===== src/rtl/xlt_pkg.sv =====
package xlt_pkg;
    localparam int REGION_W    = 2;
    localparam int VPN_W       = 16;
    localparam int OFF_W       = 12;
    localparam int FRAME_W     = 16;
    localparam int WORD_OFF_W  = OFF_W - 2;
    localparam int PADDR_W     = FRAME_W + WORD_OFF_W;
    localparam int LADDR_W     = REGION_W + VPN_W + OFF_W;
    localparam int NUM_REGIONS = 1 << REGION_W;

    typedef enum logic [1:0] {
        ACC_READ  = 2'd0,
        ACC_WRITE = 2'd1,
        ACC_EXEC  = 2'd2,
        ACC_ALT   = 2'd3
    } acc_kind_e;

    // packed: first field is the MSB, so present sits at bit 0
    typedef struct packed {
        logic kern_only;
        logic can_exec;
        logic can_write;
        logic can_read;
        logic present;
    } rights_t;

    typedef struct packed {
        logic [REGION_W-1:0] region;
        logic [VPN_W-1:0]    vpn;
    } tag_t;

    typedef struct packed {
        logic                used;
        tag_t                tag;
        logic [FRAME_W-1:0]  frame;
        rights_t             rights;
    } slot_t;

    typedef struct packed {
        logic               valid;
        logic [PADDR_W-1:0] paddr;
        logic               hit;
        logic               miss;
        logic               limit_fault;
        logic               page_fault;
        logic               prot_fault;
    } rsp_t;

    function automatic logic access_allowed(rights_t r, acc_kind_e k, logic kern);
        logic need;
        case (k)
            ACC_WRITE: need = r.can_write;
            ACC_EXEC:  need = r.can_exec;
            default:   need = r.can_read;
        endcase
        return need && (kern || !r.kern_only);
    endfunction
endpackage


===== src/rtl/xlt_limit_bank.sv =====
module xlt_limit_bank
    import xlt_pkg::*;
(
    input  logic                clk,
    input  logic                rst,
    input  logic                wr_en,
    input  logic [REGION_W-1:0] wr_region,
    input  logic [VPN_W-1:0]    wr_value,
    input  logic [REGION_W-1:0] rd_region,
    output logic [VPN_W-1:0]    rd_limit
);
    logic [VPN_W-1:0] limit_q [NUM_REGIONS];

    generate
        for (genvar g = 0; g < NUM_REGIONS; g++) begin : g_lim
            always_ff @(posedge clk) begin
                if (rst)
                    limit_q[g] <= '1;
                else if (wr_en && wr_region == REGION_W'(g))
                    limit_q[g] <= wr_value;
            end
        end
    endgenerate

    assign rd_limit = limit_q[rd_region];
endmodule


===== src/rtl/xlt_tag_store.sv =====
module xlt_tag_store
    import xlt_pkg::*;
#(
    parameter int NUM_ENTRIES = 16
)(
    input  logic               clk,
    input  logic               rst,
    input  logic               flush,
    input  logic               fill_en,
    input  tag_t               fill_tag,
    input  logic [FRAME_W-1:0] fill_frame,
    input  rights_t            fill_rights,
    input  tag_t               look_tag,
    output logic               look_hit,
    output logic [FRAME_W-1:0] look_frame,
    output rights_t            look_rights
);
    localparam int IDX_W = (NUM_ENTRIES > 1) ? $clog2(NUM_ENTRIES) : 1;
    localparam logic [IDX_W-1:0] LAST_IDX = IDX_W'(NUM_ENTRIES - 1);

    slot_t                  slots [NUM_ENTRIES];
    logic [NUM_ENTRIES-1:0] look_match;
    logic [NUM_ENTRIES-1:0] fill_match;
    logic [IDX_W-1:0]       look_idx;
    logic [IDX_W-1:0]       fill_hit_idx;
    logic [IDX_W-1:0]       fill_idx;
    logic [IDX_W-1:0]       rr_ptr;

    generate
        for (genvar g = 0; g < NUM_ENTRIES; g++) begin : g_cmp
            assign look_match[g] = slots[g].used && (slots[g].tag == look_tag);
            assign fill_match[g] = slots[g].used && (slots[g].tag == fill_tag);
        end
    endgenerate

    always_comb begin
        look_idx     = '0;
        fill_hit_idx = '0;
        for (int i = 0; i < NUM_ENTRIES; i++) begin
            if (look_match[i]) look_idx     = IDX_W'(i);
            if (fill_match[i]) fill_hit_idx = IDX_W'(i);
        end
    end

    assign look_hit    = |look_match;
    assign look_frame  = slots[look_idx].frame;
    assign look_rights = slots[look_idx].rights;
    assign fill_idx    = (|fill_match) ? fill_hit_idx : rr_ptr;

    always_ff @(posedge clk) begin
        if (rst || flush) begin
            for (int i = 0; i < NUM_ENTRIES; i++) slots[i] <= '0;
            rr_ptr <= '0;
        end else if (fill_en) begin
            slots[fill_idx] <= '{used: 1'b1, tag: fill_tag, frame: fill_frame, rights: fill_rights};
            if (!(|fill_match))
                rr_ptr <= (rr_ptr == LAST_IDX) ? '0 : rr_ptr + 1'b1;
        end
    end
endmodule


===== src/rtl/xlate_cache.sv =====
module xlate_cache
    import xlt_pkg::*;
#(
    parameter int NUM_ENTRIES = 16
)(
    input  logic                   clk,
    input  logic                   rst,
    input  logic                   req_valid,
    input  logic [LADDR_W-1:0]     req_addr,
    input  logic [1:0]             req_kind,
    input  logic                   req_kernel,
    input  logic                   fill_valid,
    input  logic [REGION_W-1:0]    fill_region,
    input  logic [VPN_W-1:0]       fill_vpn,
    input  logic [FRAME_W-1:0]     fill_frame,
    input  logic [4:0]             fill_rights,
    input  logic                   flush,
    input  logic                   lim_wr,
    input  logic [REGION_W-1:0]    lim_region,
    input  logic [VPN_W-1:0]       lim_value,
    output logic                   rsp_valid,
    output logic [PADDR_W-1:0]     rsp_paddr,
    output logic                   rsp_hit,
    output logic                   rsp_miss,
    output logic                   rsp_limit_fault,
    output logic                   rsp_page_fault,
    output logic                   rsp_prot_fault
);
    tag_t                req_tag;
    logic [VPN_W-1:0]    region_limit;
    logic                look_hit;
    logic [FRAME_W-1:0]  look_frame;
    rights_t             look_rights;
    rsp_t                rsp_d, rsp_q;

    assign req_tag.region = req_addr[LADDR_W-1 -: REGION_W];
    assign req_tag.vpn    = req_addr[OFF_W +: VPN_W];

    xlt_limit_bank u_limits (
        .clk       (clk),
        .rst       (rst),
        .wr_en     (lim_wr),
        .wr_region (lim_region),
        .wr_value  (lim_value),
        .rd_region (req_tag.region),
        .rd_limit  (region_limit)
    );

    xlt_tag_store #(.NUM_ENTRIES(NUM_ENTRIES)) u_store (
        .clk         (clk),
        .rst         (rst),
        .flush       (flush),
        .fill_en     (fill_valid),
        .fill_tag    ('{region: fill_region, vpn: fill_vpn}),
        .fill_frame  (fill_frame),
        .fill_rights (rights_t'(fill_rights)),
        .look_tag    (req_tag),
        .look_hit    (look_hit),
        .look_frame  (look_frame),
        .look_rights (look_rights)
    );

    always_comb begin
        rsp_d       = '0;
        rsp_d.valid = req_valid;
        if (req_valid) begin
            if (req_tag.vpn > region_limit) begin
                rsp_d.limit_fault = 1'b1;
            end else if (!look_hit) begin
                rsp_d.miss = 1'b1;
            end else begin
                rsp_d.hit = 1'b1;
                if (!look_rights.present)
                    rsp_d.page_fault = 1'b1;
                else if (!access_allowed(look_rights, acc_kind_e'(req_kind), req_kernel))
                    rsp_d.prot_fault = 1'b1;
                else
                    rsp_d.paddr = {look_frame, req_addr[OFF_W-1:2]};
            end
        end
    end

    always_ff @(posedge clk) begin
        if (rst) rsp_q <= '0;
        else     rsp_q <= rsp_d;
    end

    assign rsp_valid       = rsp_q.valid;
    assign rsp_paddr       = rsp_q.paddr;
    assign rsp_hit         = rsp_q.hit;
    assign rsp_miss        = rsp_q.miss;
    assign rsp_limit_fault = rsp_q.limit_fault;
    assign rsp_page_fault  = rsp_q.page_fault;
    assign rsp_prot_fault  = rsp_q.prot_fault;
endmodule


===== config.mk =====
export PLATFORM = sky130hd
export DESIGN_NAME = xlate_cache
export DESIGN_NICKNAME = d
export VERILOG_FILES = /design/src/rtl/xlt_pkg.sv /design/src/rtl/xlt_limit_bank.sv /design/src/rtl/xlt_tag_store.sv /design/src/rtl/xlate_cache.sv
export SDC_FILE = /design/constraint.sdc
export NUM_CORES = 2
export LEC_CHECK = 0
export BUFFER_PORTS_ARGS = -buffer_cell sky130_fd_sc_hd__buf_2
export CAP_MARGIN = 20
export CORE_UTILIZATION = 35
export DETAILED_ROUTE_END_ITERATION = 6
export RECOVER_POWER = 100
export SYNTH_ARGS = -nofsm -noshare
export SYNTH_HDL_FRONTEND = slang
export SYNTH_SLANG_ARGS = --single-unit

===== constraint.sdc =====
create_clock -name clk -period 8.85 [get_ports clk]
set_input_delay 0.885 -clock clk [delete_from_list [all_inputs] [get_ports clk]]
set_output_delay 0.885 -clock clk [all_outputs]
set_load 0.03 [all_outputs]

Word-level counts from Yosys, hierarchy flattened
Memories as Yosys holds them, arrays and structs flattened.
Index checks and enable logic that the tools add are counted.
{"block": "word_totals", "ram_bits": 704, "out_inout_bits": 32, "regBits": 36, "wordCells": 177, "n_memories": 2, "inputBits": 96}
{"block": "classes", "eq_ne": 38, "order_cmp": 1, "n_mux": 68, "reduce_logical": 50, "addsub": 1, "bitwise_logic": 9}
{"memory": "u_store.slots", "words": 16, "width": 40, "read_ports": 17, "rd_clocked_by_memory_dff": 0, "write_ports": 16, "line_no": "xlt_tag_store.sv:21", "source": "slot_t slots [NUM_ENTRIES];"}
{"memory": "u_limits.limit_q", "words": 4, "width": 16, "read_ports": 1, "rd_clocked_by_memory_dff": 0, "write_ports": 4, "line_no": "xlt_limit_bank.sv:12", "source": "logic [VPN_W-1:0] limit_q [NUM_REGIONS];"}
{"operator": "18-bit equality test", "n": 32}
{"operator": "4-bit two-way mux", "n": 19}
{"operator": "16-bit two-way mux", "n": 4}
{"operator": "40-bit two-way mux", "n": 1}
{"operator": "40-bit OR reduction", "n": 1}
{"operator": "1-bit logical AND", "n": 37}
{"operator": "16-bit OR reduction", "n": 2}
{"operator": "1-bit two-way mux", "n": 31}
{"operator": "3-bit two-way mux", "n": 8}
{"operator": "16-bit greater-than comparator", "n": 1}
{"operator": "2-bit two-way mux", "n": 4}
{"operator": "2-bit equality test, second input constant", "n": 3}
{"operator": "6-bit OR reduction", "n": 1}
{"operator": "1-bit inverter", "n": 5}
{"operator": "5-bit OR reduction", "n": 1}
{"operator": "4-bit by 1-bit adder with 4-bit output, second input constant", "n": 1}
{"operator": "2-bit by 1-bit equality test with 1-bit output, second input constant", "n": 2}
{"operator": "4-bit equality test, second input constant", "n": 1}
{"operator": "1-bit OR", "n": 4}
{"operator": "4-bit OR reduction", "n": 1}
{"operator": "3-bit OR reduction", "n": 1}
{"operator": "2-bit zero test", "n": 1}
{"operator": "1-bit logical OR", "n": 2}
{"operator": "1-bit one-hot mux with 2 select lines", "n": 1}
{"operator": "3 further kinds", "n": 3}

Longest topological paths before layout
An unclocked memory read counts as a cell.
{"block": "depth", "ltp_word": 27, "mapped_depth": 21, "ltp_nobuf": 15}

By module
Synthesis repeated with hierarchy kept, for this count alone.
{"block": "unflattened", "cells_unflattened": 3310, "hier_area_um2": 39779.4}
{"module": "xlt_tag_store", "cells_per_inst": 2944, "seq_area_each_um2": 19138.4, "instances": 1, "area_per_inst_um2": 35358.9}
{"module": "xlt_limit_bank", "cells_per_inst": 183, "seq_area_each_um2": 1921.8, "instances": 1, "area_per_inst_um2": 2806.4}
{"module": "xlate_cache", "cells_per_inst": 183, "seq_area_each_um2": 640.6, "instances": 1, "area_per_inst_um2": 1614.0}

Worst setup path after synthesis
OpenSTA, ideal clock, no wires.
{"block": "synth_path", "path_type": "input-to-reg", "startpoint": "input port fill_vpn[5]", "endpoint": "memory u_store.slots[12][0] in the netlist's numbering (enable)", "arrival_time_ns": 6.009, "setup_ns": 0.490, "stages": 11, "path_buffers": 2, "required_time_ns": 8.360, "path_slack_ns": 2.351, "cell_sequence": "clkbuf_1 > buf_2 > xor2_1 > nor3_1 > nand4_1 > nand2_1 > or3_1 > nor4_1 > mux2_2 > or2_2 > o21ai_0"}
{"item": "start, declared", "line_no": "xlate_cache.sv:14", "source": "input logic [VPN_W-1:0] fill_vpn,"}
{"item": "end, declared", "line_no": "xlt_tag_store.sv:21"}

==> results by group <==
Outcome
  – Status: finished, violations left
  – Failing checks: max-capacitance violations, max-slew violations

Global route
  – Grt met1 use: 28.74%
  – GRT Max-Usage Layer: met2
  – GR Layer Usage met3: 3.123%
  – Gr usage total: 21.07%
  – Initial antenna violation count: 9
  – GR Util met2: 34.63%
  – Overflow after GRT: 0
  – Global-route wire length before repair: 174600 um
  – Largest net degree at the start of global routing: 129
  – Vias in the first global route: 25080

Timing
  – Final Hold Vio Count: 0
  – Final worst-path cycle share: 83.94%
  – Final Max Tran Viols: 155
  – Slew @ Worst Pin: 2.533 ns
  – Setup violations, final: 0
  – Post-layout worst setup margin: 1.421 ns
  – RSZ-0062 raised after global routing: no
  – Tmin final: 7.429 ns
  – Setup TNS: 0 ns
  – Rel. slew slack: -68.85%
  – Worst Skew: 0.03301 ns
  – Fmax achieved: 0.1346 GHz

Synth
  – Post-Syn Area: 39150 um2
  – Number of synthesized flops with an enable pin: 688
  – Synth Flop Type: edfxtp_1
  – Sequential element share of the synthesized area: 55.43%
  – Yosys cell types: 74
  – Syn Area/Cell: 12.05 um2
  – Post-Syn Nets: 3365
  – Synthesis warning total: 0
  – Post-Syn Instances: 3250
  – Yosys reg bits: 740
  – Synth async-reset ratio: 0%

CTS
  – Hold_buf cts: 0
  – Max H-tree Level: 3
  – Worst-path clk slew: 0.06 ns
  – CTS Sinks: 740
  – CTS buffer count: 80
  – Setup repair bufs after CTS: 0
  – Root Driver: clkbuf_16
  – CTS tree: built
  – CTS resizes: 0
  – Clk buf depth: 3
  – Clock Latency Late Sink: 0.67 ns

Worst setup path
  – Crit path launch: fill_vpn[13]
  – Crit path cell chain: clkbuf_1 > clkbuf_1 > xor2_1 > nor4_1 > nand4_1 > nand2_1 > or3_1 > nor4_1 > mux2_1 > and2_0 > clkbuf_1 > and3_1
  – Cell mode on critical path: clkbuf_1
  – Worst reg2reg endpoint: rsp_paddr[14]
  – CP required: 9.35 ns
  – CP max FO: 42
  – Max incr delay on CP: 1.84 ns
  – FF-to-FF Start: u_store.slots[2][34]
  – CP Class: in2reg
  – Worst Reg2Reg Path Length in Cells: 12
  – CP Capture Type: flip-flop
  – Crit path to: u_store.slots[11][17]
  – Worst Setup Start Kind: primary input
  – CP arrival: 7.93 ns
  – Reg2reg setup slack: 3.01 ns
  – Crit-path slowest cell: clkbuf_1

Routing
  – DRC: 0
  – Post-route antenna net violation count: 0
  – DR iter-0 viols: 2471
  – WL final: 120000 um
  – Vias per cell: 5.325
  – Initial DRT Pass Iterations: 5
  – Avg WL per Cell: 24.91 um
  – DR vias: 25670

Power and ir drop
  – Cell Pwr Density: 186.3 nW/um2
  – Max VDD drop: 0.1264 mV
  – Static Leak: 17.36 nW

Hold path
  – WHS Path Cells: 3
  – Hold WC Path Type: in2reg
  – Hold Crit Start: req_addr[6]

Placed design
  – Post-Place Setup Slack: 2.042 ns
  – Dpl cells: 4664
  – Hpwl dp: 71610 um
  – Placer Congestion: 0.8545
  – Port-buffer cells: 125

Die
  – Core Region: 110800 um2
  – Initial core utilization: 35.33%
  – Die W: 336.5 um
  – DIE AREA: 113200 um2
  – Ports: 128
  – Row count: 122
  – Die H: 336.5 um

Cells and area
  – Most frequent cells in the layout: 688 x edfxtp_1, 358 x xnor2_1, 301 x and2_1
  – Fraction of final layout cells with drive strength greater than 1: 10.96%
  – Nets: 3377
  – Fillers: 10630
  – Syn-to-layout area delta: 11.66%
  – Final Core Density: 39.45%
  – Final cell count without fillers: 4820
  – Commonest non-fill, non-tap cell in the layout: edfxtp_1

Run
  – Max cap viols: 5
[area by class of cell]
class	instances	area, um2	area share (%)
clock inverters	25	321.6	0.7355
clock buffers	125	2323	5.315
repair buffers	215	1260	2.882
multi-input cells	2182	16080	36.79
inverters	43	161.4	0.3692
flip-flops and latches	740	21700	49.64
diodes	2	5.005	0.01145
well taps	1488	1862	4.259
[power by group]
part | switching (mW) | internal [mW] | total [mW]
sequential | 0.0728 | 3.96 | 4.04
combinational | 0.441 | 0.244 | 0.684
clock | 1.43 | 1.99 | 3.42
[state kept, by name (all words and copies together), names as in the netlist]
register	cells
rsp_prot_fault	1
rsp_valid	1
u_store.rr_ptr	4
u_store.slots	640
rsp_paddr	26
rsp_page_fault	1
u_limits.limit_q	64
rsp_miss	1
rsp_limit_fault	1
rsp_hit	1
[kinds of logic after synthesis]
family          count (synthesis)  synth area share (%)
mux                           157                 4.567
xor+xnor                      577                 12.91
compound gates                239                 4.800
buf+inv                       328                 3.905
flops                         740                 55.43
simple gates                 1190                 17.78
fa+ha+maj                      19                0.6072
[through the flow]
stage | cell area [um2] | total power [mW] | hold WS (ns)
3_5_place_dp | 41230 | 4.796 | 0.4738
4_1_cts | 43870 | 8.182 | 0.4339
3_3_place_gp | 41210 | 4.789 | 0.4676
2_1_floorplan | 39150 | 4.555 | 0.4402
5_1_grt | 43710 | 8.362 | 0.4505
6_report | 43720 | 8.143 | 0.4595
[layer usage]
| metal | share of wire (%) | vias up |
|---|---|---|
| met1 | 43 | 12960 |
| met2 | 47 | 918 |
| met3 | 7.0 | 189 |
| met5 | 0.035 | - |
| li1 | - | 11590 |
| met4 | 2.7 | 6 |
[critical path: cells and delay by family]
kind / cells / cell delay, ns
AND/OR/NAND/NOR: 7 / 2.39
buffers and inverters: 3 / 4.04
multiplexers: 1 / 0.38
XOR/XNOR: 1 / 0.19
[worst min-delay path by stage]
stage,to
after floorplan,u_store.slots[5][39]
after detailed placement,u_store.slots[12][39]
after CTS,rsp_paddr[5]
final,rsp_paddr[4]
after global placement,u_store.slots[4][39]
after global routing,rsp_paddr[8]
[cell usage after synthesis (16+ instances only)]
| cell | number | area, um2 |
|---|---|---|
| buf_4 | 30 | 225.2 |
| nor2_1 | 74 | 277.8 |
| nand4_1 | 110 | 688.2 |
| nor4_1 | 53 | 331.6 |
| mux4_2 | 16 | 360.4 |
| xnor2_1 | 358 | 3136 |
| nand3_1 | 29 | 145.1 |
| nor3_1 | 40 | 200.2 |
| clkbuf_1 | 172 | 645.6 |
| and3_1 | 248 | 1551 |
| a21o_1 | 22 | 165.2 |
| nand2b_1 | 60 | 375.4 |
| and2_1 | 431 | 2696 |
| edfxtp_1 | 688 | 20660 |
| nand2_1 | 91 | 341.6 |
| buf_2 | 63 | 315.3 |
| a21oi_1 | 40 | 200.2 |
| mux2i_1 | 131 | 1311 |
| o21ai_0 | 20 | 100.1 |
| inv_1 | 43 | 161.4 |
| or2_2 | 24 | 150.1 |
| dfxtp_1 | 52 | 1041 |
| xor2_1 | 219 | 1918 |
| a32oi_1 | 35 | 306.5 |
| a211oi_1 | 41 | 307.8 |
| ha_1 | 19 | 237.7 |
Power figures use the tool's default switching activity.
